### src/rtl/fsa_pkg.sv
package fsa_pkg;

  localparam int NFLAG = 13;

  // internal flag indices
  localparam int F_VBB_UV  = 0;
  localparam int F_VBB_WRN = 1;
  localparam int F_VDD_UV  = 2;
  localparam int F_WD      = 3;
  localparam int F_SPI     = 4;
  localparam int F_POR     = 5;
  localparam int F_LIMP    = 6;
  localparam int F_OL_ON   = 7;
  localparam int F_OL_OFF  = 8;
  localparam int F_SHORT   = 9;
  localparam int F_ILIM    = 10;
  localparam int F_TSD     = 11;
  localparam int F_I2T     = 12;

  // flags set by reset: supply undervoltages and power-on
  localparam logic [NFLAG-1:0] FLAG_RST = 13'h0027;

  function automatic int unsigned wd_cycles(input logic [1:0] sel,
                                            input int unsigned t0, input int unsigned t1,
                                            input int unsigned t2, input int unsigned t3);
    case (sel)
      2'd0:    return t0;
      2'd1:    return t1;
      2'd2:    return t2;
      default: return t3;
    endcase
  endfunction

  function automatic int unsigned max4(input int unsigned a, input int unsigned b,
                                       input int unsigned c, input int unsigned d);
    int unsigned m;
    m = a;
    if (b > m) m = b;
    if (c > m) m = c;
    if (d > m) m = d;
    return m;
  endfunction

  // expands the 7 configuration mask bits onto the flag vector
  function automatic logic [NFLAG-1:0] pin_mask(input logic [6:0] m);
    logic [NFLAG-1:0] r;
    r = '0;
    r[F_VBB_UV] = m[0];
    r[F_WD]     = m[1];
    r[F_SPI]    = m[2];
    r[F_OL_ON]  = m[3];
    r[F_OL_OFF] = m[4];
    r[F_SHORT]  = m[5];
    r[F_ILIM]   = m[6];
    return r;
  endfunction

  function automatic logic [15:0] pack_status(input logic [NFLAG-1:0] f);
    logic [15:0] s;
    s      = '0;
    s[0]   = f[F_VBB_UV];
    s[1]   = f[F_VBB_WRN];
    s[2]   = f[F_VDD_UV];
    s[3]   = f[F_WD];
    s[4]   = f[F_SPI];
    s[6]   = f[F_POR];
    s[7]   = f[F_LIMP];
    s[8]   = f[F_VBB_UV] | f[F_VBB_WRN] | f[F_VDD_UV] | f[F_WD] |
             f[F_SPI] | f[F_POR] | f[F_LIMP];
    s[9]   = f[F_VBB_UV] | f[F_VBB_WRN] | f[F_VDD_UV];
    s[10]  = f[F_OL_ON] | f[F_OL_OFF];
    s[11]  = f[F_SHORT];
    s[12]  = f[F_ILIM];
    s[13]  = f[F_TSD];
    s[15]  = f[F_I2T];
    return s;
  endfunction

endpackage

### src/rtl/fsa_sticky.sv
module fsa_sticky #(
  parameter logic RST_VAL = 1'b0
) (
  input  logic clk,
  input  logic rst_n,
  input  logic set,
  input  logic rd,
  input  logic follow,
  output logic q
);
  always_ff @(posedge clk or negedge rst_n) begin
    if (!rst_n)      q <= RST_VAL;
    else if (follow) q <= set;
    else             q <= set | (q & ~rd);
  end
endmodule

### src/rtl/fsa_watchdog.sv
module fsa_watchdog #(
  parameter int unsigned TO0 = 4000,
  parameter int unsigned TO1 = 4000000,
  parameter int unsigned TO2 = 8000000,
  parameter int unsigned TO3 = 12000000
) (
  input  logic       clk,
  input  logic       rst_n,
  input  logic       en,
  input  logic       kick,
  input  logic [1:0] sel,
  output logic       expire
);
  localparam int unsigned TMAX = fsa_pkg::max4(TO0, TO1, TO2, TO3);
  localparam int CW = $clog2(TMAX + 1);

  logic [CW-1:0] cnt;
  logic [CW-1:0] lim;
  logic          en_q;
  logic          restart;

  assign lim     = CW'(fsa_pkg::wd_cycles(sel, TO0, TO1, TO2, TO3) - 1);
  assign restart = ~en | ~en_q | kick;
  assign expire  = en & en_q & ~kick & (cnt >= lim);

  always_ff @(posedge clk or negedge rst_n) begin
    if (!rst_n) begin
      cnt  <= '0;
      en_q <= 1'b0;
    end else begin
      en_q <= en;
      if (restart || expire) cnt <= '0;
      else                   cnt <= cnt + CW'(1);
    end
  end
endmodule

### src/rtl/fsa_fault_pin.sv
module fsa_fault_pin #(
  parameter int NF = fsa_pkg::NFLAG
) (
  input  logic [NF-1:0] flags,
  input  logic [6:0]    mask,
  output logic          fault_n
);
  logic [NF-1:0] visible;
  assign visible = flags & ~fsa_pkg::pin_mask(mask);
  assign fault_n = ~(|visible);
endmodule

### src/rtl/fault_status_agg.sv
module fault_status_agg #(
  parameter int          NCH = 2,
  parameter int unsigned TO0 = 4000,
  parameter int unsigned TO1 = 4000000,
  parameter int unsigned TO2 = 8000000,
  parameter int unsigned TO3 = 12000000
) (
  input  logic           clk,
  input  logic           rst_n,
  input  logic [NCH-1:0] flt_ilim,
  input  logic [NCH-1:0] flt_tsd,
  input  logic [NCH-1:0] flt_short,
  input  logic [NCH-1:0] flt_ol_on,
  input  logic [NCH-1:0] flt_ol_off,
  input  logic [NCH-1:0] flt_i2t,
  input  logic           vbb_uv,
  input  logic           vbb_uv_warn,
  input  logic           vdd_uv,
  input  logic           limp_home,
  input  logic           spi_err,
  input  logic           cmd_valid,
  input  logic           stat_rd,
  input  logic [6:0]     cfg_mask,
  input  logic           cfg_latch_dis,
  input  logic           cfg_wd_en,
  input  logic [1:0]     cfg_wd_sel,
  output logic [15:0]    status,
  output logic [NCH-1:0] ch_fault,
  output logic           fault_n
);
  import fsa_pkg::*;

  logic              wd_expire;
  logic [NFLAG-1:0]  flag_set;
  logic [NFLAG-1:0]  flag_follow;
  logic [NFLAG-1:0]  flags;

  fsa_watchdog #(.TO0(TO0), .TO1(TO1), .TO2(TO2), .TO3(TO3)) wdog_i (
    .clk    (clk),
    .rst_n  (rst_n),
    .en     (cfg_wd_en),
    .kick   (cmd_valid),
    .sel    (cfg_wd_sel),
    .expire (wd_expire)
  );

  always_comb begin
    flag_set            = '0;
    flag_set[F_VBB_UV]  = vbb_uv;
    flag_set[F_VBB_WRN] = vbb_uv_warn;
    flag_set[F_VDD_UV]  = vdd_uv;
    flag_set[F_WD]      = wd_expire & ~cfg_mask[1];
    flag_set[F_SPI]     = spi_err & ~cfg_mask[2];
    flag_set[F_POR]     = 1'b0;
    flag_set[F_LIMP]    = limp_home;
    flag_set[F_OL_ON]   = |flt_ol_on;
    flag_set[F_OL_OFF]  = |flt_ol_off;
    flag_set[F_SHORT]   = |flt_short;
    flag_set[F_ILIM]    = |flt_ilim;
    flag_set[F_TSD]     = |flt_tsd;
    flag_set[F_I2T]     = |flt_i2t;

    flag_follow         = {NFLAG{cfg_latch_dis}};
    flag_follow[F_WD]   = 1'b0;
    flag_follow[F_SPI]  = 1'b0;
    flag_follow[F_POR]  = 1'b0;
    flag_follow[F_LIMP] = 1'b1;
  end

  for (genvar g = 0; g < NFLAG; g++) begin : g_flag
    fsa_sticky #(.RST_VAL(FLAG_RST[g])) bit_i (
      .clk    (clk),
      .rst_n  (rst_n),
      .set    (flag_set[g]),
      .rd     (stat_rd),
      .follow (flag_follow[g]),
      .q      (flags[g])
    );
  end

  for (genvar c = 0; c < NCH; c++) begin : g_chan
    always_ff @(posedge clk or negedge rst_n) begin
      if (!rst_n) ch_fault[c] <= 1'b0;
      else        ch_fault[c] <= flt_ilim[c] | flt_tsd[c] | flt_short[c] |
                                 flt_ol_on[c] | flt_ol_off[c] | flt_i2t[c];
    end
  end

  assign status = pack_status(flags);

  fsa_fault_pin #(.NF(NFLAG)) pin_i (
    .flags   (flags),
    .mask    (cfg_mask),
    .fault_n (fault_n)
  );

endmodule

### config.mk
export PLATFORM = sky130hd
export DESIGN_NAME = fault_status_agg
export DESIGN_NICKNAME = d
export VERILOG_FILES = /design/src/rtl/fsa_pkg.sv /design/src/rtl/fsa_sticky.sv /design/src/rtl/fsa_watchdog.sv /design/src/rtl/fsa_fault_pin.sv /design/src/rtl/fault_status_agg.sv
export SDC_FILE = /design/constraint.sdc
export NUM_CORES = 1
export LEC_CHECK = 0
export CAP_MARGIN = 20
export CELL_PAD_IN_SITES_DETAIL_PLACEMENT = 1
export CELL_PAD_IN_SITES_GLOBAL_PLACEMENT = 2
export CORE_MARGIN = 2
export CORE_UTILIZATION = 29
export CTS_CLUSTER_DIAMETER = 50
export DETAILED_ROUTE_END_ITERATION = 10
export PLACE_DENSITY_LB_ADDON = 0.1
export REMOVE_ABC_BUFFERS = 1
export SYNTH_ARGS = -nofsm -noshare
export SYNTH_HDL_FRONTEND = slang
export SYNTH_SLANG_ARGS = --single-unit
export TNS_END_PERCENT = 5
### constraint.sdc
create_clock -name clk -period 1.85 [get_ports clk]
set_input_delay 0.185 -clock clk [delete_from_list [all_inputs] [get_ports clk]]
set_output_delay 0.185 -clock clk [all_outputs]
set_load 0.01 [all_outputs]
# Word level (Yosys, flattened, before mapping)
# Index checks and enable logic that the tools add are counted.
[totals] ff_bits=40 input_bits=32 out_inout_bits=19 elab_cells=98
[op_classes] n_addsub=2 magnitude_cmp=1 eq_ne=2 muxes=11 bitwise_logic=56 n_reduce_logical=9
[op_table] op="case mux 24 bit (3 select lines)" count=1
[op_table] op="OR 1 bit" count=30
[op_table] op="adder 24 x 1 -> 24 bit (second input constant)" count=1
[op_table] op="greater-or-equal comparator 24 bit" count=1
[op_table] op="2-to-1 mux 24 bit" count=1
[op_table] op="subtractor 24 x 1 -> 24 bit (second input constant)" count=1
[op_table] op="AND 1 bit" count=17
[op_table] op="AND 13 bit" count=1
[op_table] op="inverter 11 -> 13 bit" count=1
[op_table] op="OR reduction 13 bit" count=1
[op_table] op="OR reduction 2 bit" count=6
[op_table] op="2-to-1 mux 1 bit" count=9
[op_table] op="inverter 1 bit" count=7
[op_table] op="equality test 2 x 1 -> 1 bit (second input constant)" count=1
[op_table] op="equality test 2 bit (second input constant)" count=1
[op_table] op="zero test 2 bit" count=1
[op_table] op="logical OR 1 bit" count=1

# Longest topological paths before layout
[logic_depth] ltp_word=7 depth_mapped=13 depth_no_buf=12

# By module
# From an unflattened synthesis, not the netlist that was laid out.
[unflattened] cells_unflattened=262 hier_area_um2=2687.6
[by_module_without_submodules] module="fsa_watchdog" instances=1 cells_per_inst=176 area_per_inst_um2=1826.8 seq_area_each_um2=625.6
[by_module_without_submodules] module="fsa_sticky at g_flag[10].bit_i ..." instances=9 cells_per_inst=3 area_per_inst_um2=38.8 seq_area_each_um2=25.0
[by_module_without_submodules] module="fault_status_agg" instances=1 cells_per_inst=35 area_per_inst_um2=270.3 seq_area_each_um2=50.0
[by_module_without_submodules] module="fsa_sticky at g_flag[0].bit_i ..." instances=4 cells_per_inst=3 area_per_inst_um2=40.0 seq_area_each_um2=26.3
[by_module_without_submodules] module="fsa_fault_pin" instances=1 cells_per_inst=12 area_per_inst_um2=81.3 seq_area_each_um2=0.0

# Least setup slack after synthesis
# OpenSTA, ideal clock, no wires.
[synth_timing] path_kind="input port to flip-flop" start="input port cfg_wd_sel[1]" end="register wdog_i.cnt[7]" t_arrival_ns=2.181 required_time_ns=1.779 slack_ns=-0.403 stages=12 path_buffers=1 path_cell_list="inv_1 -> ha_1 -> a211oi_1 -> xor2_1 -> nor2_1 -> ha_1 -> nand4_1 -> nor3_1 -> a221oi_1 -> nand4_1 -> buf_2 -> nor2_1"
[synth_between] elab_chain_len=7 elab_cells_between_ends=9 cone_classes="1 x add/sub; 1 x order compare; 2 x eq/ne; 2 x mux; 1 x bitwise; 2 x reduce/logical"
[synth_lines] item="start: declaration" line_no="fault_status_agg.sv:26" source="input logic [1:0] cfg_wd_sel,"
[synth_lines] item="equality test 2 bit (tied with other cells)" line_no="fsa_pkg.sv:26" source="case (sel)"
[synth_lines] item="case mux 24 bit (3 select lines) (*)" line_no="fsa_pkg.sv:26"
[synth_lines] item="subtractor 24 x 1 -> 24 bit (*)" line_no="fsa_watchdog.sv:22" source="assign lim = CW'(fsa_pkg::wd_cycles(sel, TO0, TO1, TO2, TO3) - 1);"
[synth_lines] item="greater-or-equal comparator 24 bit (*)" line_no="fsa_watchdog.sv:24" source="assign expire = en & en_q & ~kick & (cnt >= lim);"
[synth_lines] item="AND 1 bit (*)" line_no="fsa_watchdog.sv:24"
[synth_lines] item="logical OR 1 bit (*)" line_no="fsa_watchdog.sv:32" source="if (restart || expire) cnt <= '0;"
[synth_lines] item="2-to-1 mux 24 bit (*)" line_no="fsa_watchdog.sv:32"
[synth_lines] item="end signal: assignment" line_no="fsa_watchdog.sv:33" source="else cnt <= cnt + CW'(1);"
[synth_lines] item="end: declaration" line_no="fsa_watchdog.sv:17" source="logic [CW-1:0] cnt;"
# Mark *: on every way between the ends. The rest lies on a longest branch, timed or not.

# Worst setup path in the final report
[layout_timing] start="input port cfg_wd_sel[0]" end="register wdog_i.cnt[6]"
# The elaborated chain is that of the path after synthesis.

==> metrics.cfg <==
[critical_path]
reg2reg_setup_slack_ns=-0.10
critPathArrivalTime_ns=2.27
crit_fanout=6
worstSetupStartpointType=input pin
cp.required_ns=2.03
r2r_cells=9
endpoint_kind=flop
worstSetupPathType=in -> reg

[timing]
setup_ws_ns=-0.242
timing.fmax_ghz=0.478
hold_ws_ns=0.325
rsz0062_at_grt=yes
fin_worst_skew_ns=0.00939
final.min_clock_period_ns=2.09
drv_slew=0
finalSetupViolCount=27
relSlewSlack_pct=53.7
period_share_pct=113
hold_violations=0
worstMarginPinSlew_ns=0.692

[cells_and_area]
final_common_cell=clkdlybuf4s50_1
final_cell_mix=42 x clkdlybuf4s50_1, 36 x dfrtp_1, 33 x buf_4
n_antenna_cell=0
fill_cells=940
drive_gt1_share_pct=30.8
area_growth_pct=47.5
nets=384

[floorplanning]
die_w_um=95.6
die_y_um=95.6
coreArea_um2=8180
initial_utilization_pct=29.8
dieArea_um2=9140
fp-row-count=33
io_pins=51

[placement]
gp_congestion=0.754
hpwl_um=5140
io_buffers=48
place_ws_ns=-1.14

[drt]
drc=0
vias=2045
routed_via_density=4.72
ant_nets=0
wl_um=6740
wl_per_cell_um=15.6
drt_first_pass_iters=4
drtIter0Drc=36

[global_routing]
grt_pass1_wl_um=10800
grt_max_degree=23
grtUsageTotal_pct=15.7
grt_pass1_vias=2130
antenna_found_initial=0
grt.overflow.total=0

[logic_synthesis]
synth_area_um2=2430
ys_ff_latch=40
ys_types=44
syn_avg_cell_area_um2=9.93
seq_area_frac_synth_pct=41.4
postSynthCellCount=245
yosys_warnings=0

[power]
vdd_drop_max_mv=0.274
power.density_nw_per_um2=537
leakagePower_nw=1.55

[clock_tree]
cts-root-buf=clkbuf_8
h-tree-depth=2
cts_buffers=5
cts_max_path_buffers=2
clock_latency_ns=0.29
clk_pin_slew_worst_paths_ns=0.08
clock-sinks=40
cts_tree=done

[min_path]
hp-class=in -> reg
hold_path_depth=1

[outcome]
violations=setup timing
status=complete, but fails checks

[flow_run]
cap_violations=0

==> path summary, 6_finish.rpt <==
check	to	from
max in group asynchronous	wdog_i.cnt[6]	rst_n
min in group asynchronous	g_flag[3].bit_i.q	rst_n
min	g_flag[6].bit_i.q	limp_home
min reg2reg	wdog_i.cnt[0]	wdog_i.cnt[0]
max	wdog_i.cnt[6]	cfg_wd_sel[0]
max reg2reg	wdog_i.cnt[23]	wdog_i.cnt[13]
==> cells by family (layout without fill, tap and decap cells) <==
kind of cell	after synthesis	after routing	share of synthesized area (%)
AOI/OAI and AO/OA	29	29	9.36
xor gates and xnor gates	23	23	8.28
adders and majority gates	25	25	12.9
buffers and inverters	31	113	6.89
DFF	40	40	41.4
other	1	2	0.154
and+or+nand+nor	96	96	21.1
==> where the power goes <==
group          total (mW)  internal (mW)  switching, mW
clock               0.716          0.401          0.315
sequential          0.910          0.894         0.0160
combinational       0.301          0.167          0.134
total                1.93           1.46          0.465
==> layout make-up <==
class / instances / area [um2] / area share, %
clock inverter: 2 / 35.0 / 0.977
clock buffer: 6 / 72.6 / 2.02
inverter: 15 / 61.3 / 1.71
timing repair buffer: 90 / 863 / 24.1
sequential: 40 / 1010 / 28.0
multi-input combinational: 175 / 1420 / 39.5
tap: 105 / 131 / 3.66
==> registers in the layout, indices dropped and copies added, names as in the netlist <==
register        flops
wdog_i.cnt         24
ch_fault            2
wdog_i.en_q         1
g_flag.bit_i.q     13
==> cell usage after synthesis <==
cell / count / area, um2
dfrtp_1: 36 / 901
nor2_1: 34 / 128
ha_1: 25 / 313
xor2_1: 17 / 149
nand2_1: 16 / 60.1
inv_1: 15 / 56.3
buf_4: 13 / 97.6
nand4_1: 10 / 62.6
nand3_1: 9 / 45.0
a21oi_1: 7 / 35.0
a211o_1: 6 / 52.6
and3_1: 6 / 37.5
xnor2_1: 6 / 52.6
dfstp_2: 4 / 105
o22ai_1: 4 / 25.0
o21ai_0: 3 / 15.0
a21o_1: 2 / 15.0
and4_1: 2 / 17.5
buf_2: 2 / 10.0
nand3_2: 2 / 20.0
nor4_1: 2 / 12.5
or3_1: 2 / 12.5
a2111oi_0: 1 / 8.76
a2111oi_4: 1 / 27.5
a211oi_1: 1 / 7.51
a21o_2: 1 / 8.76
a221oi_1: 1 / 8.76
and3_2: 1 / 7.51
clkbuf_1: 1 / 3.75
conb_1: 1 / 3.75
nand2b_1: 1 / 6.26
nand4b_1: 1 / 8.76
nand4bb_1: 1 / 11.3
nor2b_1: 1 / 6.26
nor3_1: 1 / 5.00
nor3_2: 1 / 10.0
nor3_4: 1 / 16.3
nor4_2: 1 / 12.5
o221ai_1: 1 / 8.76
o221ai_2: 1 / 15.0
or2_2: 1 / 6.26
or3_2: 1 / 7.51
or4_2: 1 / 8.76
or4_4: 1 / 11.3
==> per-stage QoR <==
stage | total power [mW] | instances | TNS (ns) | util, % | area (um2)
6_report | 1.93 | 433 | -5.91 | 43.9 | 3590
5_1_grt | 2.03 | 433 | -9.83 | 43.9 | 3590
4_1_cts | 1.95 | 432 | -6.61 | 43.1 | 3520
3_5_place_dp | 1.19 | 419 | -28.78 | 39.3 | 3210
3_3_place_gp | 1.19 | 419 | -27.20 | 39.3 | 3210
2_1_floorplan | 1.01 | 230 | -16.82 | - | 2320
==> critical path, stage by stage <==
cell	delay [ns]
buf_12	0.11
buf_6	0.12
ha_4	0.16
a211oi_2	0.23
xor2_1	0.16
nor2_1	0.06
ha_1	0.27
nand4_1	0.13
nor3_2	0.26
nand3_1	0.12
nand4_1	0.12
buf_6	0.15
buf_12	0.14
nor2_2	0.03
==> metal layers <==
layer	vias up	routed length [um]	global-route usage [%]
met2	49	3320	27.5
li1	1002	-	-
met1	989	2970	19.9
met4	0	53	3.21
met5	-	0	0
met3	5	396	3.32
==> what timing repair did <==
item | 4_1_cts | 5_1_grt
pin swaps | 32 | 9
buffers inserted | 2 | 1
resized for setup | 68 | 15
gates cloned | 2 | 0
hold buffers | 1 | 0
setup endpoints to repair | 28 | 27
hold endpoints to repair | 14 | 0
(Power assumes the default switching activity.)
